==> src/rtl/cardslp_pkg.sv <==
package cardslp_pkg;

  typedef enum logic [1:0] {
    ST_STBY    = 2'd0,
    ST_TO_SLP  = 2'd1,
    ST_SLP     = 2'd2,
    ST_TO_STBY = 2'd3
  } slp_state_e;

  typedef enum logic [2:0] {
    CK_NONE,
    CK_RST,
    CK_SLEEP,
    CK_AWAKE,
    CK_OTHER
  } cmd_kind_e;

endpackage

==> src/rtl/cardslp_cmd_dec.sv <==
module cardslp_cmd_dec
  import cardslp_pkg::*;
#(
  parameter int IDX_W   = 6,
  parameter int ARG_W   = 32,
  parameter int RST_IDX = 0,
  parameter int SA_IDX  = 5,
  parameter int SEL_BIT = 15
) (
  input  logic             cmd_vld,
  input  logic [IDX_W-1:0] cmd_idx,
  input  logic [ARG_W-1:0] cmd_arg,
  output cmd_kind_e        kind
);

  localparam logic [IDX_W-1:0] RST_CODE = IDX_W'(RST_IDX);
  localparam logic [IDX_W-1:0] SA_CODE  = IDX_W'(SA_IDX);

  logic arg_unused;
  assign arg_unused = ^cmd_arg;

  always_comb begin
    kind = CK_NONE;
    if (cmd_vld) begin
      if (cmd_idx == RST_CODE)     kind = CK_RST;
      else if (cmd_idx == SA_CODE) kind = cmd_arg[SEL_BIT] ? CK_SLEEP : CK_AWAKE;
      else                         kind = CK_OTHER;
    end
  end

endmodule

==> src/rtl/cardslp_busy_tmr.sv <==
module cardslp_busy_tmr #(
  parameter int TMO_W    = 8,
  parameter int SCALE_SH = 2
) (
  input  logic             clk,
  input  logic             rst,
  input  logic             load,
  input  logic             clear,
  input  logic [TMO_W-1:0] tmo_code,
  output logic             done
);

  localparam int CNT_W = TMO_W + SCALE_SH;
  localparam logic [CNT_W-1:0] LOW_ONES = CNT_W'((1 << SCALE_SH) - 1);

  logic [CNT_W-1:0] cnt_q;
  logic             act_q;

  assign done = act_q && (cnt_q == '0);

  always_ff @(posedge clk) begin
    if (rst || clear) begin
      act_q <= 1'b0;
      cnt_q <= '0;
    end else if (load) begin
      act_q <= 1'b1;
      cnt_q <= {tmo_code, {SCALE_SH{1'b0}}} | LOW_ONES;
    end else if (act_q) begin
      if (cnt_q == '0) act_q <= 1'b0;
      else             cnt_q <= cnt_q - 1'b1;
    end
  end


  tmr_count_down_chk: assert property (@(posedge clk) disable iff (rst)
    (act_q && !clear && !load && cnt_q != '0) |=> (act_q && cnt_q == $past(cnt_q) - 1'b1));


  tmr_idle_hold_chk: assert property (@(posedge clk) disable iff (rst)
    (!act_q && !load) |=> !act_q);

endmodule

==> src/rtl/cardslp_fsm.sv <==
module cardslp_fsm
  import cardslp_pkg::*;
(
  input  logic       clk,
  input  logic       rst,
  input  cmd_kind_e  kind,
  input  logic       vcc_ok,
  input  logic       dat0_in,
  input  logic       tmr_done,
  output slp_state_e state_q,
  output logic       tmr_load,
  output logic       tmr_clear,
  output logic       dat0_oe,
  output logic       acc_q,
  output logic       ign_q,
  output logic       ill_q,
  output logic       bsy_q,
  output logic       vcc_off_q
);

  slp_state_e state_n;
  logic acc_n, ign_n, ill_set, bsy_set, flag_clr;
  logic in_xfer;

  assign in_xfer = (state_q == ST_TO_SLP) || (state_q == ST_TO_STBY);

  always_comb begin
    state_n   = state_q;
    tmr_load  = 1'b0;
    tmr_clear = 1'b0;
    acc_n     = 1'b0;
    ign_n     = 1'b0;
    ill_set   = 1'b0;
    bsy_set   = 1'b0;
    flag_clr  = 1'b0;
    if (kind == CK_RST) begin
      state_n   = ST_STBY;
      tmr_clear = 1'b1;
      acc_n     = 1'b1;
      flag_clr  = 1'b1;
    end else begin
      if (kind != CK_NONE) begin
        case (state_q)
          ST_STBY: begin
            if (kind == CK_SLEEP) begin
              state_n  = ST_TO_SLP;
              tmr_load = 1'b1;
              acc_n    = 1'b1;
            end else if (kind == CK_AWAKE) begin
              ign_n   = 1'b1;
              ill_set = 1'b1;
            end else begin
              acc_n = 1'b1;
            end
          end
          ST_SLP: begin
            if (kind == CK_AWAKE && vcc_ok) begin
              state_n  = ST_TO_STBY;
              tmr_load = 1'b1;
              acc_n    = 1'b1;
            end else begin
              ign_n   = 1'b1;
              ill_set = (kind == CK_SLEEP);
            end
          end
          default: begin
            ign_n   = 1'b1;
            bsy_set = 1'b1;
          end
        endcase
      end
      if (in_xfer && tmr_done)
        state_n = (state_q == ST_TO_SLP) ? ST_SLP : ST_STBY;
    end
  end

  always_ff @(posedge clk) begin
    if (rst) begin
      state_q   <= ST_STBY;
      dat0_oe   <= 1'b0;
      acc_q     <= 1'b0;
      ign_q     <= 1'b0;
      ill_q     <= 1'b0;
      bsy_q     <= 1'b0;
      vcc_off_q <= 1'b0;
    end else begin
      state_q   <= state_n;
      dat0_oe   <= (state_n == ST_TO_SLP) || (state_n == ST_TO_STBY);
      acc_q     <= acc_n;
      ign_q     <= ign_n;
      ill_q     <= !flag_clr && (ill_q || ill_set);
      bsy_q     <= !flag_clr && (bsy_q || bsy_set);
      vcc_off_q <= (state_n == ST_SLP) && dat0_in;
    end
  end


  rst_cmd_abort_chk: assert property (@(posedge clk) disable iff (rst)
    (kind == CK_RST) |=> (state_q == ST_STBY && !dat0_oe && !ill_q && !bsy_q));


  sleep_filter_chk: assert property (@(posedge clk) disable iff (rst)
    (state_q == ST_SLP && kind == CK_OTHER) |=> (state_q == ST_SLP && !dat0_oe && ign_q));


  awake_needs_vcc_chk: assert property (@(posedge clk) disable iff (rst)
    (state_q == ST_TO_STBY && $past(state_q) == ST_SLP) |-> $past(vcc_ok));


  busy_release_chk: assert property (@(posedge clk) disable iff (rst)
    $fell(dat0_oe) |-> (state_q != $past(state_q)));

endmodule

==> src/rtl/cardslp_ctrl.sv <==
module cardslp_ctrl
  import cardslp_pkg::*;
#(
  parameter int IDX_W    = 6,
  parameter int ARG_W    = 32,
  parameter int TMO_W    = 8,
  parameter int SCALE_SH = 2,
  parameter int SEL_BIT  = 15
) (
  input  logic             clk,
  input  logic             rst,
  input  logic             cmd_vld,
  input  logic [IDX_W-1:0] cmd_idx,
  input  logic [ARG_W-1:0] cmd_arg,
  input  logic [TMO_W-1:0] tmo_code,
  input  logic             vcc_ok,
  input  logic             dat0_in,
  output logic             dat0_oe,
  output logic [1:0]       card_state,
  output logic             cmd_acc,
  output logic             cmd_ign,
  output logic             vcc_off_ok,
  output logic             illegal_err,
  output logic             busy_cmd_seen
);

  cmd_kind_e  kind;
  slp_state_e state_q;
  logic       tmr_load, tmr_clear, tmr_done;

  cardslp_cmd_dec #(
    .IDX_W  (IDX_W),
    .ARG_W  (ARG_W),
    .SEL_BIT(SEL_BIT)
  ) u_dec (
    .cmd_vld(cmd_vld),
    .cmd_idx(cmd_idx),
    .cmd_arg(cmd_arg),
    .kind   (kind)
  );

  cardslp_busy_tmr #(
    .TMO_W   (TMO_W),
    .SCALE_SH(SCALE_SH)
  ) u_tmr (
    .clk     (clk),
    .rst     (rst),
    .load    (tmr_load),
    .clear   (tmr_clear),
    .tmo_code(tmo_code),
    .done    (tmr_done)
  );

  cardslp_fsm u_fsm (
    .clk      (clk),
    .rst      (rst),
    .kind     (kind),
    .vcc_ok   (vcc_ok),
    .dat0_in  (dat0_in),
    .tmr_done (tmr_done),
    .state_q  (state_q),
    .tmr_load (tmr_load),
    .tmr_clear(tmr_clear),
    .dat0_oe  (dat0_oe),
    .acc_q    (cmd_acc),
    .ign_q    (cmd_ign),
    .ill_q    (illegal_err),
    .bsy_q    (busy_cmd_seen),
    .vcc_off_q(vcc_off_ok)
  );

  assign card_state = state_q;


  vcc_off_in_sleep_chk: assert property (@(posedge clk) disable iff (rst)
    vcc_off_ok |-> (card_state == 2'd2 && !dat0_oe));


  one_response_chk: assert property (@(posedge clk) disable iff (rst)
    !(cmd_acc && cmd_ign));


  oe_only_xfer_chk: assert property (@(posedge clk) disable iff (rst)
    dat0_oe |-> (card_state == 2'd1 || card_state == 2'd3));

endmodule

==> config.mk <==
export PLATFORM = sky130hd
export DESIGN_NAME = cardslp_ctrl
export DESIGN_NICKNAME = d
export VERILOG_FILES = /design/src/rtl/cardslp_pkg.sv /design/src/rtl/cardslp_cmd_dec.sv /design/src/rtl/cardslp_busy_tmr.sv /design/src/rtl/cardslp_fsm.sv /design/src/rtl/cardslp_ctrl.sv
export SDC_FILE = /design/constraint.sdc
export NUM_CORES = 1
export LEC_CHECK = 0
export BUFFER_PORTS_ARGS = -buffer_cell sky130_fd_sc_hd__buf_2
export CAP_MARGIN = 0
export CELL_PAD_IN_SITES_DETAIL_PLACEMENT = 2
export CELL_PAD_IN_SITES_GLOBAL_PLACEMENT = 2
export CORE_MARGIN = 2
export CORE_UTILIZATION = 23
export CTS_CLUSTER_SIZE = 10
export DETAILED_ROUTE_END_ITERATION = 10
export PLACE_DENSITY = 0.83
export SLEW_MARGIN = 20
export SYNTH_ARGS = -nofsm -noshare
export SYNTH_HDL_FRONTEND = slang
export SYNTH_SLANG_ARGS = --single-unit
==> constraint.sdc <==
create_clock -name clk -period 2.6 [get_ports clk]
set_input_delay 0.65 -clock clk [delete_from_list [all_inputs] [get_ports clk]]
set_output_delay 0.65 -clock clk [all_outputs]
set_load 0.01 [all_outputs]
=== Word-level counts from Yosys, hierarchy flattened ===
Cells that the tools add are included.

* Add/subtract/negate cells: 1
* Multiply operators: 0
* Div/mod/pow operators: 0
* Magnitude comparators: 0
* Equal/unequal tests: 11
* Shift-type cells: 0
* Muxes and demuxes: 39
* Bitwise logic cells: 1
* Reductions and logical operators: 20

{| class="wikitable"
|+ Operators by type and width
! kind !! number
|-
| 10-bit 2-to-1 mux || 3
|-
| 1-bit 2-to-1 mux || 22
|-
| 2-bit 2-to-1 mux || 6
|-
| 10-bit zero test || 1
|-
| 10-bit by 1-bit subtractor with 10-bit output, second input constant || 1
|-
| 3-bit 2-to-1 mux || 3
|-
| 2-bit == test, second input constant || 4
|-
| 1-bit one-hot mux with 2 select lines || 4
|-
| 3-bit by 2-bit == test with 1-bit output, second input constant || 2
|-
| 6-bit by 3-bit == test with 1-bit output, second input constant || 1
|-
| 1-bit logical AND || 6
|-
| 6-bit zero test || 1
|-
| 1-bit logical OR || 5
|-
| 2-bit by 1-bit == test with 1-bit output, second input constant || 2
|-
| 2-bit one-hot mux with 2 select lines || 1
|-
| 3-bit by 1-bit == test with 1-bit output, second input constant || 1
|-
| 3-bit nonzero test || 1
|-
| 3-bit OR reduction || 1
|-
| 2-bit zero test || 1
|-
| 2-bit inequality test, second input constant || 1
|-
| 2-bit AND reduction || 1
|-
| 2-bit nonzero test || 1
|-
| 2-bit OR reduction || 1
|-
| 1-bit zero test || 1
|-
| 1-bit NOT || 1
|}

* Register bits: 19
* Bits in latches: 0
* Memory bits (writable): 0
* Bits in read-only memories: 0
* Input port bits: 51
* Output and inout bits: 8
* Word-level logic and storage cells: 81
* Memories: 0

=== Depth between registers and ports, before layout ===
Gate-level depths: netlist (run 1).

* Depth after elaboration: 13
* Mapped depth: 7
* Mapped depth without buffers: 6

=== Hierarchy ===
A second synthesis (run 1) with hierarchy kept.

* Cells, all modules: 123
* Area total of the unflattened synthesis: 1067.3 µm²

{| class="wikitable"
|+ Modules (own cells, without submodules)
! module !! times used !! cells each !! area an instance (µm²) !! seq. area each (µm²)
|-
| cardslp_busy_tmr || 1 || 74 || 628.1 || 220.2
|-
| cardslp_fsm || 1 || 42 || 379.1 || 140.1
|-
| cardslp_cmd_dec || 1 || 7 || 60.1 || 0.0
|}

=== Worst setup path after synthesis (run 1) ===
No wires, ideal clock.

* Kind: in2reg
* From: input cmd_idx[1]
* To: register u_tmr.cnt_q[2]
* Library setup time: 0.072 ns
* Arrival: 2.192 ns
* Data required time: 2.528 ns
* Setup slack: 0.337 ns
* Stages: 5
* Buffers on the path: 1
* Path through: or4_1 or2_2 buf_2 a21oi_2 mux2i_1

* Cells in the longest elaborated chain, start to end: 12
* Elaborated cells on any way between the ends: 21
* Classes of those cells: 5 x eq/ne; 10 x mux; 6 x reduce/logical

{| class="wikitable"
|+ Ends and longest elaborated chain
! what !! line !! source
|-
| from (decl) || cardslp_ctrl.sv:13 || <nowiki>input logic [IDX_W-1:0] cmd_idx,</nowiki>
|-
| 6-bit by 3-bit == test with 1-bit output || cardslp_cmd_dec.sv:26 || <nowiki>else if (cmd_idx == SA_CODE) kind = cmd_arg[SEL_BIT] ? CK_SLEEP : CK_AWAKE;</nowiki>
|-
| 3-bit 2-to-1 mux || cardslp_cmd_dec.sv:26 ||
|-
| 3-bit 2-to-1 mux (*) || cardslp_cmd_dec.sv:25 || <nowiki>if (cmd_idx == RST_CODE) kind = CK_RST;</nowiki>
|-
| 3-bit 2-to-1 mux (*) || cardslp_cmd_dec.sv:24 || <nowiki>if (cmd_vld) begin</nowiki>
|-
| 3-bit by 2-bit == test with 1-bit output || cardslp_fsm.sv:57 || <nowiki>if (kind == CK_AWAKE && vcc_ok) begin</nowiki>
|-
| 1-bit logical AND || cardslp_fsm.sv:57 ||
|-
| 1-bit 2-to-1 mux || cardslp_fsm.sv:57 ||
|-
| 1-bit one-hot mux with 2 select lines || cardslp_fsm.sv:43 || <nowiki>case (state_q)</nowiki>
|-
| 1-bit 2-to-1 mux || cardslp_fsm.sv:42 || <nowiki>if (kind != CK_NONE) begin</nowiki>
|-
| 1-bit 2-to-1 mux || cardslp_fsm.sv:36 || <nowiki>if (kind == CK_RST) begin</nowiki>
|-
| 2-bit inequality test (no line) or 2-bit nonzero test (tied branches) || n/a ||
|-
| 2-bit AND reduction (no line) || n/a ||
|-
| to (signal assigned) || cardslp_busy_tmr.sv:27 || <nowiki>cnt_q <= {tmo_code, {SCALE_SH{1'b0}}} | LOW_ONES;</nowiki>
|-
| to (signal assigned) || cardslp_busy_tmr.sv:30 || <nowiki>else cnt_q <= cnt_q - 1'b1;</nowiki>
|-
| to (decl) || cardslp_busy_tmr.sv:16 || <nowiki>logic [CNT_W-1:0] cnt_q;</nowiki>
|}

Mark *: on every way between the ends. The rest lies on a longest branch, timed or not.
A chain may end at the register's enable or synchronous reset.

=== Worst setup path after layout (run 1) ===
* From: register u_tmr.cnt_q[0]
* To: register u_fsm.state_q[1]

* Cells in the longest elaborated chain, start to end: 5

{| class="wikitable"
|+ Ends and longest elaborated chain
! what !! line !! source
|-
| 10-bit zero test || cardslp_busy_tmr.sv:19 || <nowiki>assign done = act_q && (cnt_q == '0);</nowiki>
|-
| 1-bit logical AND || cardslp_busy_tmr.sv:19 ||
|-
| 1-bit logical AND || cardslp_fsm.sv:72 || <nowiki>if (in_xfer && tmr_done)</nowiki>
|-
| 2-bit 2-to-1 mux || cardslp_fsm.sv:72 ||
|-
| 2-bit 2-to-1 mux || cardslp_fsm.sv:36 ||
|-
| to (signal assigned) || cardslp_fsm.sv:87 || <nowiki>state_q <= state_n;</nowiki>
|-
| to (decl) || cardslp_fsm.sv:10 || <nowiki>output slp_state_e state_q,</nowiki>
|}

Every way passes these cells.

==> metrics.cfg, run 1 <==
[run_status]
status=completed

[yosys]
yosysSeqAreaShare_pct=35.89
synth_top_area_share_pct=35.89
synth_area_sq_um=1060
yosysWarnings=0
syn_area_per_cell_sq_um=8.831
ys_types=43
syn_nets=172
synth_cells=120
synth_top_area_cell=dfxtp_1
synth_edf_count=0
synthTopCellsByArea=dfxtp_1 (36%), a211oi_1 (6.4%), mux2i_1 (5.7%)
async_flop_share_pct=0
synth_ff_type=dfxtp_1
synth.ff_latch_count=19

[global_route]
grt_pass1_wl_mm=5.651
antenna_found_initial=0
grt_max_degree=15
grt_pass1_vias=1229
overflow=0
grt.total_usage_pct=14.08

[layout]
multi_input_area_sq_um=650.6
seq_area_sq_um=380.4
syn_to_final_growth_pct=25.50
layout_commonest_cell=buf_2
final_cell_mix=buf_2 (27), dfxtp_1 (19), nand2_1 (11), a211oi_1 (9)
final_nets=206
drive_gt1_share_pct=30.72
diodes=0
fin_util_pct=30.34
fillers=521

[clocking]
postCtsHoldBufs=0
cts_resized=0
clk_path_buf_depth=2
numCtsBuffers=3
clk-insertion-delay-late_ps=270
clock-sinks=19
htreeDepth=1
cts_setup_buffers=0
clk_pin_slew_ps=80
tritoncts=built
clockRootBuffer=clkbuf_8

[worst_setup_path]
cp_slowest_stage_delay_ps=580
critical_path.max_fanout=6
critPathKind=reg2reg
crit_family=simple AND/OR/NAND/NOR gates
worstPathArrival_ps=2410
crit_chain=inv_1, ha_1, or4b_1, or4_4, or2_0, a21oi_1
slowest_stage=or4b_1
cp-end-kind=register
path_buf_inv=1
critPathRequiredTime_ps=2800
start_kind=register

[route]
final_antenna_net_count=0
viasPerCell=5.385
num_vias=1104
drtPass1Iterations=4
drc=0
finalWirelength_mm=3.299
wl_per_cell_um=16.09
dr.first_iter.drc_count=21

[timing]
setup_violations=0
slew_violations=0
max-slew-margin-rel_pct=58.66
final_hold_viol_count=0
post-route-min-period_ps=2203
worstMarginPinSlew_ps=615.3
rsz0062_at_grt=false
fin_skew_ps=6.030
tns_ps=0
finalCritPeriodShare_pct=84.75
max_freq_mhz=453.8

[die]
coreArea_sq_um=4384
die_w_um=71.88
io_pins=59
initial_core_util_pct=24.17
num_rows=24
dieArea_sq_um=5167
die_height_um=71.88

[pwr]
peakVddDrop_uv=146.8
switchingPower_uw=135.6
swShare_pct=24.40
p_leak_uw=0.0005581
p_seq_share_pct=52.8
power_frac_comb_pct=8.2
power_density_nw_per_um2=417.9
clock_power_share_pct=39.0
p_int_uw=420.2

[placement]
port-buffer-count=27
place_hpwl_mm=2.593
place_congestion=0.8062

[hold_path]
holdCritPathClass=reg2reg

[flow_run]
drv_cap=0

path summary, 6_finish.rpt:
kind	from	to	slack [ps]	depth (start not counted)
max	u_tmr.cnt_q[0]$_SDFFE_PP0P_	u_fsm.state_q[1]$_SDFF_PP0_	400	6
min	u_fsm.ill_q$_SDFF_PP0_	u_fsm.ill_q$_SDFF_PP0_	480	1
max reg2reg	u_tmr.cnt_q[0]$_SDFFE_PP0P_	u_fsm.state_q[1]$_SDFF_PP0_	400	6
min reg2reg	u_fsm.ill_q$_SDFF_PP0_	u_fsm.ill_q$_SDFF_PP0_	480	1
registers in the layout, indices dropped and copies added (netlist names):
name / cells
u_tmr.cnt_q: 10
u_fsm.state_q: 2
u_fsm.acc_q: 1
u_fsm.bsy_q: 1
u_fsm.dat0_oe: 1
u_fsm.ign_q: 1
u_fsm.ill_q: 1
u_fsm.vcc_off_q: 1
u_tmr.act_q: 1
power by group through the flow:
stage	Clock [uW]	Sequential (uW)	Combinational, uW
floorplan	0	301	17.6
global route	240	294	51.3
finish	217	293	45.6
detailed placement	0	300	46.3
CTS	226	293	46.5
global placement	0	300	43.3
layout make-up:
class	count	area share [%]
repair buffers	32	12.98
well taps	52	4.892
clock inverters	1	0.3763
inverters	4	1.129
multi-input cells	94	48.92
clock buffers	3	3.104
flip-flops and latches	19	28.60
cell usage after synthesis (3+ instances only):
library cell  count
nand2_1          11
o21ai_0           4
a21oi_1           7
nand3_1           4
mux2i_1           6
dfxtp_1          19
nor2_1            7
xnor2_1           3
inv_1             4
a211oi_1          9
or2_2             3
nor4b_1           4
cell families (layout without fill, tap and decap cells):
| logic type | Yosys count | after routing | synth area share, % |
|---|---|---|---|
| XOR/XNOR | 4 | 4 | 3.306 |
| AND/OR/NAND/NOR | 46 | 46 | 25.39 |
| adder cells (fa/ha/maj) | 1 | 1 | 1.180 |
| AO/OA/AOI/OAI | 36 | 36 | 24.79 |
| flip-flops | 19 | 19 | 35.89 |
| multiplexers | 7 | 7 | 6.730 |
| buffers and inverters | 7 | 40 | 2.715 |
metal layers:
layer / vias up / GRT usage [%] / wire length [um]
met1: 541 / 15.29 / 1340
met5: - / 0 / 0
met2: 34 / 26.65 / 1710
li1: 522 / - / -
met4: 0 / 5.241 / 69
met3: 7 / 2.813 / 179
stage by stage:
step / power, uW / cell area [sq um] / hold WS (ps) / setup WS [ps] / std cells
2_1_floorplan: 318.2 / 1060 / 502.2 / 336.7 / 120
3_3_place_gp: 343.4 / 1284 / 449.9 / 278.8 / 201
3_5_place_dp: 346.4 / 1284 / 456.0 / 220.6 / 201
4_1_cts: 566.0 / 1330 / 479.7 / 403.0 / 205
5_1_grt: 584.4 / 1330 / 494.3 / 261.6 / 205
6_report: 555.8 / 1330 / 475.7 / 396.6 / 205
(Power assumes the default switching activity.)
==> inputs of run 2 (changes only) <==
--- a/config.mk
+++ b/config.mk
@@ -10,10 +10,10 @@
 export CELL_PAD_IN_SITES_DETAIL_PLACEMENT = 2
 export CELL_PAD_IN_SITES_GLOBAL_PLACEMENT = 2
 export CORE_MARGIN = 2
-export CORE_UTILIZATION = 23
+export CORE_UTILIZATION = 21
 export CTS_CLUSTER_SIZE = 10
 export DETAILED_ROUTE_END_ITERATION = 10
-export PLACE_DENSITY = 0.83
+export PLACE_DENSITY = 0.8
 export SLEW_MARGIN = 20
 export SYNTH_ARGS = -nofsm -noshare
 export SYNTH_HDL_FRONTEND = slang
==> constraint.sdc (replaced) <==
create_clock -name clk -period 1.9 [get_ports clk]
set_input_delay 0.475 -clock clk [delete_from_list [all_inputs] [get_ports clk]]
set_output_delay 0.475 -clock clk [all_outputs]
set_load 0.01 [all_outputs]
==> run 2 against run 1 <==
Compared with the run above: the run now ends with setup timing left; total power up 38%; non-clock buffer count up 12; first-iteration DRC count up 43%; worst setup slack worse by 420 ps; critical path type unchanged; critical endpoint is now u_fsm.vcc_off_q$_SDFF_PP0_.
==> metrics.cfg, run 2 (synthesized netlist as in run 1, its figures left out) <==
[timing]
fin_skew_ps=5.973
final_hold_viol_count=0
post-route-min-period_ps=1925
worstMarginPinSlew_ps=519.3
rsz0062_at_grt=true
worst_slack_ps=-24.70
finalCritPeriodShare_pct=101.3
max-slew-margin-rel_pct=64.89
slew_violations=0
setup_violations=2
max_freq_mhz=519.6

[pwr]
peakVddDrop_uv=184.6
p_seq_share_pct=52.4
p_int_uw=577.2
power_density_nw_per_um2=499.4
total_power_uw=766.1
swShare_pct=24.66
p_leak_uw=0.0006339
clock_power_share_pct=38.6
power_frac_comb_pct=9.0
switchingPower_uw=188.9

[worst_setup_path]
start_kind=register
r2r_cells=6
critPathRequiredTime_ps=2110
r2r_slack_ps=-20
cp_slowest_stage_delay_ps=510
slowest_stage=or4b_4
worstReg2RegEnd=u_fsm.vcc_off_q$_SDFF_PP0_
cp-end-kind=register
crit_chain=inv_2, ha_4, or4b_4, or4_4, or2_4, a21oi_2
reg2reg_from=u_tmr.cnt_q[1]$_SDFFE_PP0P_
cp-endpoint=u_fsm.vcc_off_q$_SDFF_PP0_
startpoint=u_tmr.cnt_q[1]$_SDFFE_PP0P_
critical_path.max_fanout=3
critPathKind=reg2reg
worstPathArrival_ps=2130

[route]
drtPass1Iterations=3
viasPerCell=4.875
num_vias=1131
wl_per_cell_um=16.18
dr.first_iter.drc_count=30
final_antenna_net_count=0
drc=0
finalWirelength_mm=3.753

[hold_path]
holdCritPathClass=in2reg
hold_path_depth=2

[die]
dieArea_sq_um=5631
die_w_um=75.04
coreArea_sq_um=4786
num_rows=25
initial_core_util_pct=22.14
die_height_um=75.04
io_pins=59

[flow_run]
drv_cap=0

[layout]
syn_to_final_growth_pct=44.75
fin_area_sq_um=1534
drive_gt1_share_pct=44.24
final_cell_mix=buf_2 (27), dfxtp_1 (17), buf_4 (16), nand2_1 (11), a211oi_1 (8)
largest-register=u_tmr.cnt_q
layout_commonest_cell=buf_2
largest_reg_flops=10
layoutNonFillerInstCount=232
diodes=0
largestRegisters=u_tmr.cnt_q (10), u_fsm.state_q (2)
final_nets=218

[run_status]
status=complete, but fails checks
violations=setup timing

[global_route]
grt.total_usage_pct=14.48
overflow=0
grt_pass1_vias=1267
grt_max_degree=15
grt_pass1_wl_mm=6.210
antenna_found_initial=0

[placement]
place_congestion=0.8284
place_hpwl_mm=2.686
dp.cells=223
post_dp_cell_area_sq_um=1401
port-buffer-count=27

[clocking]
postCtsHoldBufs=0
clk-insertion-delay-late_ps=260
htreeDepth=1
clk_path_buf_depth=2
tritoncts=built
numCtsBuffers=3
clk_pin_slew_ps=80
clock-sinks=19
clockRootBuffer=clkbuf_8

==> run 2: cell count changes in the layout (fill, tap and decap cells not counted), sizes merged <==
cell and delta:
buf +12
==> run 2: power by group through the flow <==
stage	combinational, uW	sequential [uW]	clock (uW)
floorplan	27.5	411	0
CTS	67.6	401	307
finish	69.0	401	296
global route	75.7	401	324
detailed placement	66.1	411	0
global placement	62.9	410	0
==> run 2: routing by layer <==
metal	global-route usage, %	up-vias	part of all wire [%]	wire, um
met2	26.90	30	52	1949
met1	16.20	552	42	1559
li1	-	543	-	-
met5	0	-	0	0
met4	4.563	0	2.0	74
met3	3.347	6	4.5	169
==> run 2: worst min-delay path by stage <==
stage	start	end	slack, ps
2_1_floorplan	u_fsm.bsy_q$_SDFF_PP0_	u_fsm.bsy_q$_SDFF_PP0_	500
3_3_place_gp	u_fsm.ill_q$_SDFF_PP0_	u_fsm.ill_q$_SDFF_PP0_	450
3_5_place_dp	u_fsm.ill_q$_SDFF_PP0_	u_fsm.ill_q$_SDFF_PP0_	450
4_1_cts	dat0_in	u_fsm.vcc_off_q$_SDFF_PP0_	420
5_1_grt	rst	u_fsm.ign_q$_SDFF_PP0_	430
6_report	rst	u_fsm.ign_q$_SDFF_PP0_	430
==> run 2: what timing repair did <==
action | CTS | global route
gates resized for setup | 5 | 8
pin swaps | 1 | 3
setup endpoints to repair | 3 | 9
buffers inserted | 2 | 3
==> run 2: layout make-up <==
cell class / count / area, sq um
inverters: 4 / 15.01
flip-flops and latches: 19 / 382.9
clock buffers: 3 / 41.29
fillers: 543 / 3252
clock inverters: 1 / 5.005
multi-input cells: 94 / 739.5
repair buffers: 44 / 266.5
well taps: 67 / 83.83
==> run 2: worst max-delay path: cells and delay by family (launching register included) <==
kind | cells | cell delay (ps)
and+or+nand+nor | 3 | 1210
DFF | 1 | 330
adders and majority gates | 1 | 150
AOI/OAI and AO/OA | 1 | 110
buffers and inverters | 1 | 70
==> run 2: through the flow <==
step                hold WS, ps  TNS (ps)  utilization (%)  setup slack, ps
floorplan                 502.2    -35.94                -           -17.98
global placement          448.7     -1592            29.28           -136.5
detailed placement        454.8     -2317            29.28           -205.4
CTS                       422.7    -48.84            30.88           -25.09
global route              431.8    -178.2            32.05           -80.00
finish                    433.6    -43.25            32.05           -24.70
==> inputs of run 3 (changes only) <==
--- a/config.mk
+++ b/config.mk
@@ -9,6 +9,7 @@
 export CAP_MARGIN = 0
 export CELL_PAD_IN_SITES_DETAIL_PLACEMENT = 2
 export CELL_PAD_IN_SITES_GLOBAL_PLACEMENT = 2
+export CORE_ASPECT_RATIO = 0.75
 export CORE_MARGIN = 2
 export CORE_UTILIZATION = 21
 export CTS_CLUSTER_SIZE = 10
==> run 3 against run 2 <==
Compared with the run above: the flow still finishes with violations (setup timing); clock-buffer cell count unchanged; sequential power about the same; non-clock buffer count unchanged; critical path type unchanged; critical endpoint is now u_tmr.cnt_q[1]$_SDFFE_PP0P_; clock power barely moved; via count is 0.53% higher; largest power group unchanged.
==> metrics.cfg, run 3 (synthesized netlist as in run 1, its figures left out) <==
[run_status]
status=complete, but fails checks
violations=setup timing

[timing]
max_freq_mhz=525.3
max-slew-margin-rel_pct=61.50
finalCritPeriodShare_pct=100.2
final_hold_viol_count=0
worstMarginPinSlew_ps=573.2
post-route-min-period_ps=1904
rsz0062_at_grt=true
worst_slack_ps=-3.782
setup_violations=1
fin_skew_ps=14.70
slew_violations=0

[layout]
layoutNonFillerInstCount=225
final_nets=218
drive_gt1_share_pct=45.45
layout_commonest_cell=buf_2
syn_to_final_growth_pct=44.39
largest_reg_flops=10
largest-register=u_tmr.cnt_q
diodes=0
largestRegisters=u_tmr.cnt_q (10), u_fsm.state_q (2)
final_cell_mix=buf_2 (27), dfxtp_1 (17), buf_4 (15), nand2_1 (11)

[die]
die_w_um=86.03
initial_core_util_pct=21.75
die_height_um=65.52
coreArea_sq_um=4872
dieArea_sq_um=5637
num_rows=22
io_pins=59

[clocking]
postCtsHoldBufs=0
clk_path_buf_depth=2
clk_pin_slew_ps=70
numCtsBuffers=3
clockRootBuffer=clkbuf_8
clock-sinks=19
tritoncts=built
clk-insertion-delay-late_ps=270
htreeDepth=1

[worst_setup_path]
start_kind=register
critPathKind=reg2reg
critical_path.max_fanout=3
worstPathArrival_ps=2090
critPathRequiredTime_ps=2090
cp-end-kind=register

[placement]
port-buffer-count=27
place_hpwl_mm=2.701
place_congestion=0.7175
dp.cells=219
dp_slack_ps=-185.7

[global_route]
grt_max_degree=15
overflow=0
grt_pass1_vias=1176
grt_pass1_wl_mm=5.720
grt.total_usage_pct=13.12
antenna_found_initial=0

[route]
dr.first_iter.drc_count=54
finalWirelength_mm=3.484
drc=0
final_antenna_net_count=0
wl_per_cell_um=15.48
num_vias=1137
viasPerCell=5.053
drtPass1Iterations=4

[hold_path]
holdCritPathClass=in2reg

[flow_run]
drv_cap=0

[pwr]
peakVddDrop_uv=224.6
power_density_nw_per_um2=498.6
p_leak_uw=0.0006422

[run 3: cell counts in the layout (fill, tap and decap cells not counted)]
No cell type changed its count.
[run 3: timing repair]
action                     CTS  global route
setup buffers                1             1
gates resized for setup      2            13
cloned                       0             0
setup endpoints to repair    3             7
pin swaps                    0             5
[run 3: area by class of cell]
cell class	count	area, sq um
Sequential cell	19	382.9
Fill cell	563	3342
Tap cell	60	75.07
Clock buffer	3	41.29
Inverter	4	15.01
Clock inverter	1	5.005
Timing Repair Buffer	44	270.3
Multi-Input combinational cell	94	740.7
[run 3: power by group]
part / switching (uW) / leakage [uW] / internal [uW]
sequential: 1.15 / 0.000154 / 400
combinational: 36.8 / 0.000462 / 31.1
clock: 148 / 0.0000255 / 146
total: 186 / 0.000642 / 577
[run 3: worst paths after layout]
| path | startpoint | end | slack [ps] | depth (start not counted) |
|---|---|---|---|---|
| worst max-delay path | u_tmr.cnt_q[0]$_SDFFE_PP0P_ | u_tmr.cnt_q[1]$_SDFFE_PP0P_ | -4 | 7 |
| worst min-delay path | rst | u_fsm.ign_q$_SDFF_PP0_ | 440 | 2 |
| worst max register to register | u_tmr.cnt_q[0]$_SDFFE_PP0P_ | u_tmr.cnt_q[1]$_SDFFE_PP0P_ | -4 | 7 |
| worst min register to register | u_fsm.ill_q$_SDFF_PP0_ | u_fsm.ill_q$_SDFF_PP0_ | 480 | 1 |
[run 3: metal layers]
metal	GRT usage, %	routed length [um]	share of wire, %	vias to the layer above
met1	17.60	1759	50	574
met2	21.41	1614	46	11
met5	0	0	0	-
li1	-	-	-	548
met3	1.508	48	1.4	4
met4	5.357	61	1.8	0
[run 3: critical path: stages (launching register included)]
cell and delay, ps:
dfxtp_2 330, inv_2 70, ha_4 140, or4b_4 490
o31ai_4 260, buf_6 150, mux2_4 300, a21oi_2 100
[run 3: through the flow]
stage	TNS (ps)	power [uW]	hold WS, ps	cell area, sq um	util, %
after floorplan	-35.94	438.9	502.2	1119	-
after CTS	-17.62	772.3	417.3	1474	30.25
final	-3.782	763.0	438.5	1530	31.41
after global routing	-284.3	798.7	441.7	1530	31.41
after detailed placement	-2458	477.7	452.4	1415	29.04
after global placement	-2030	475.9	447.1	1415	29.04
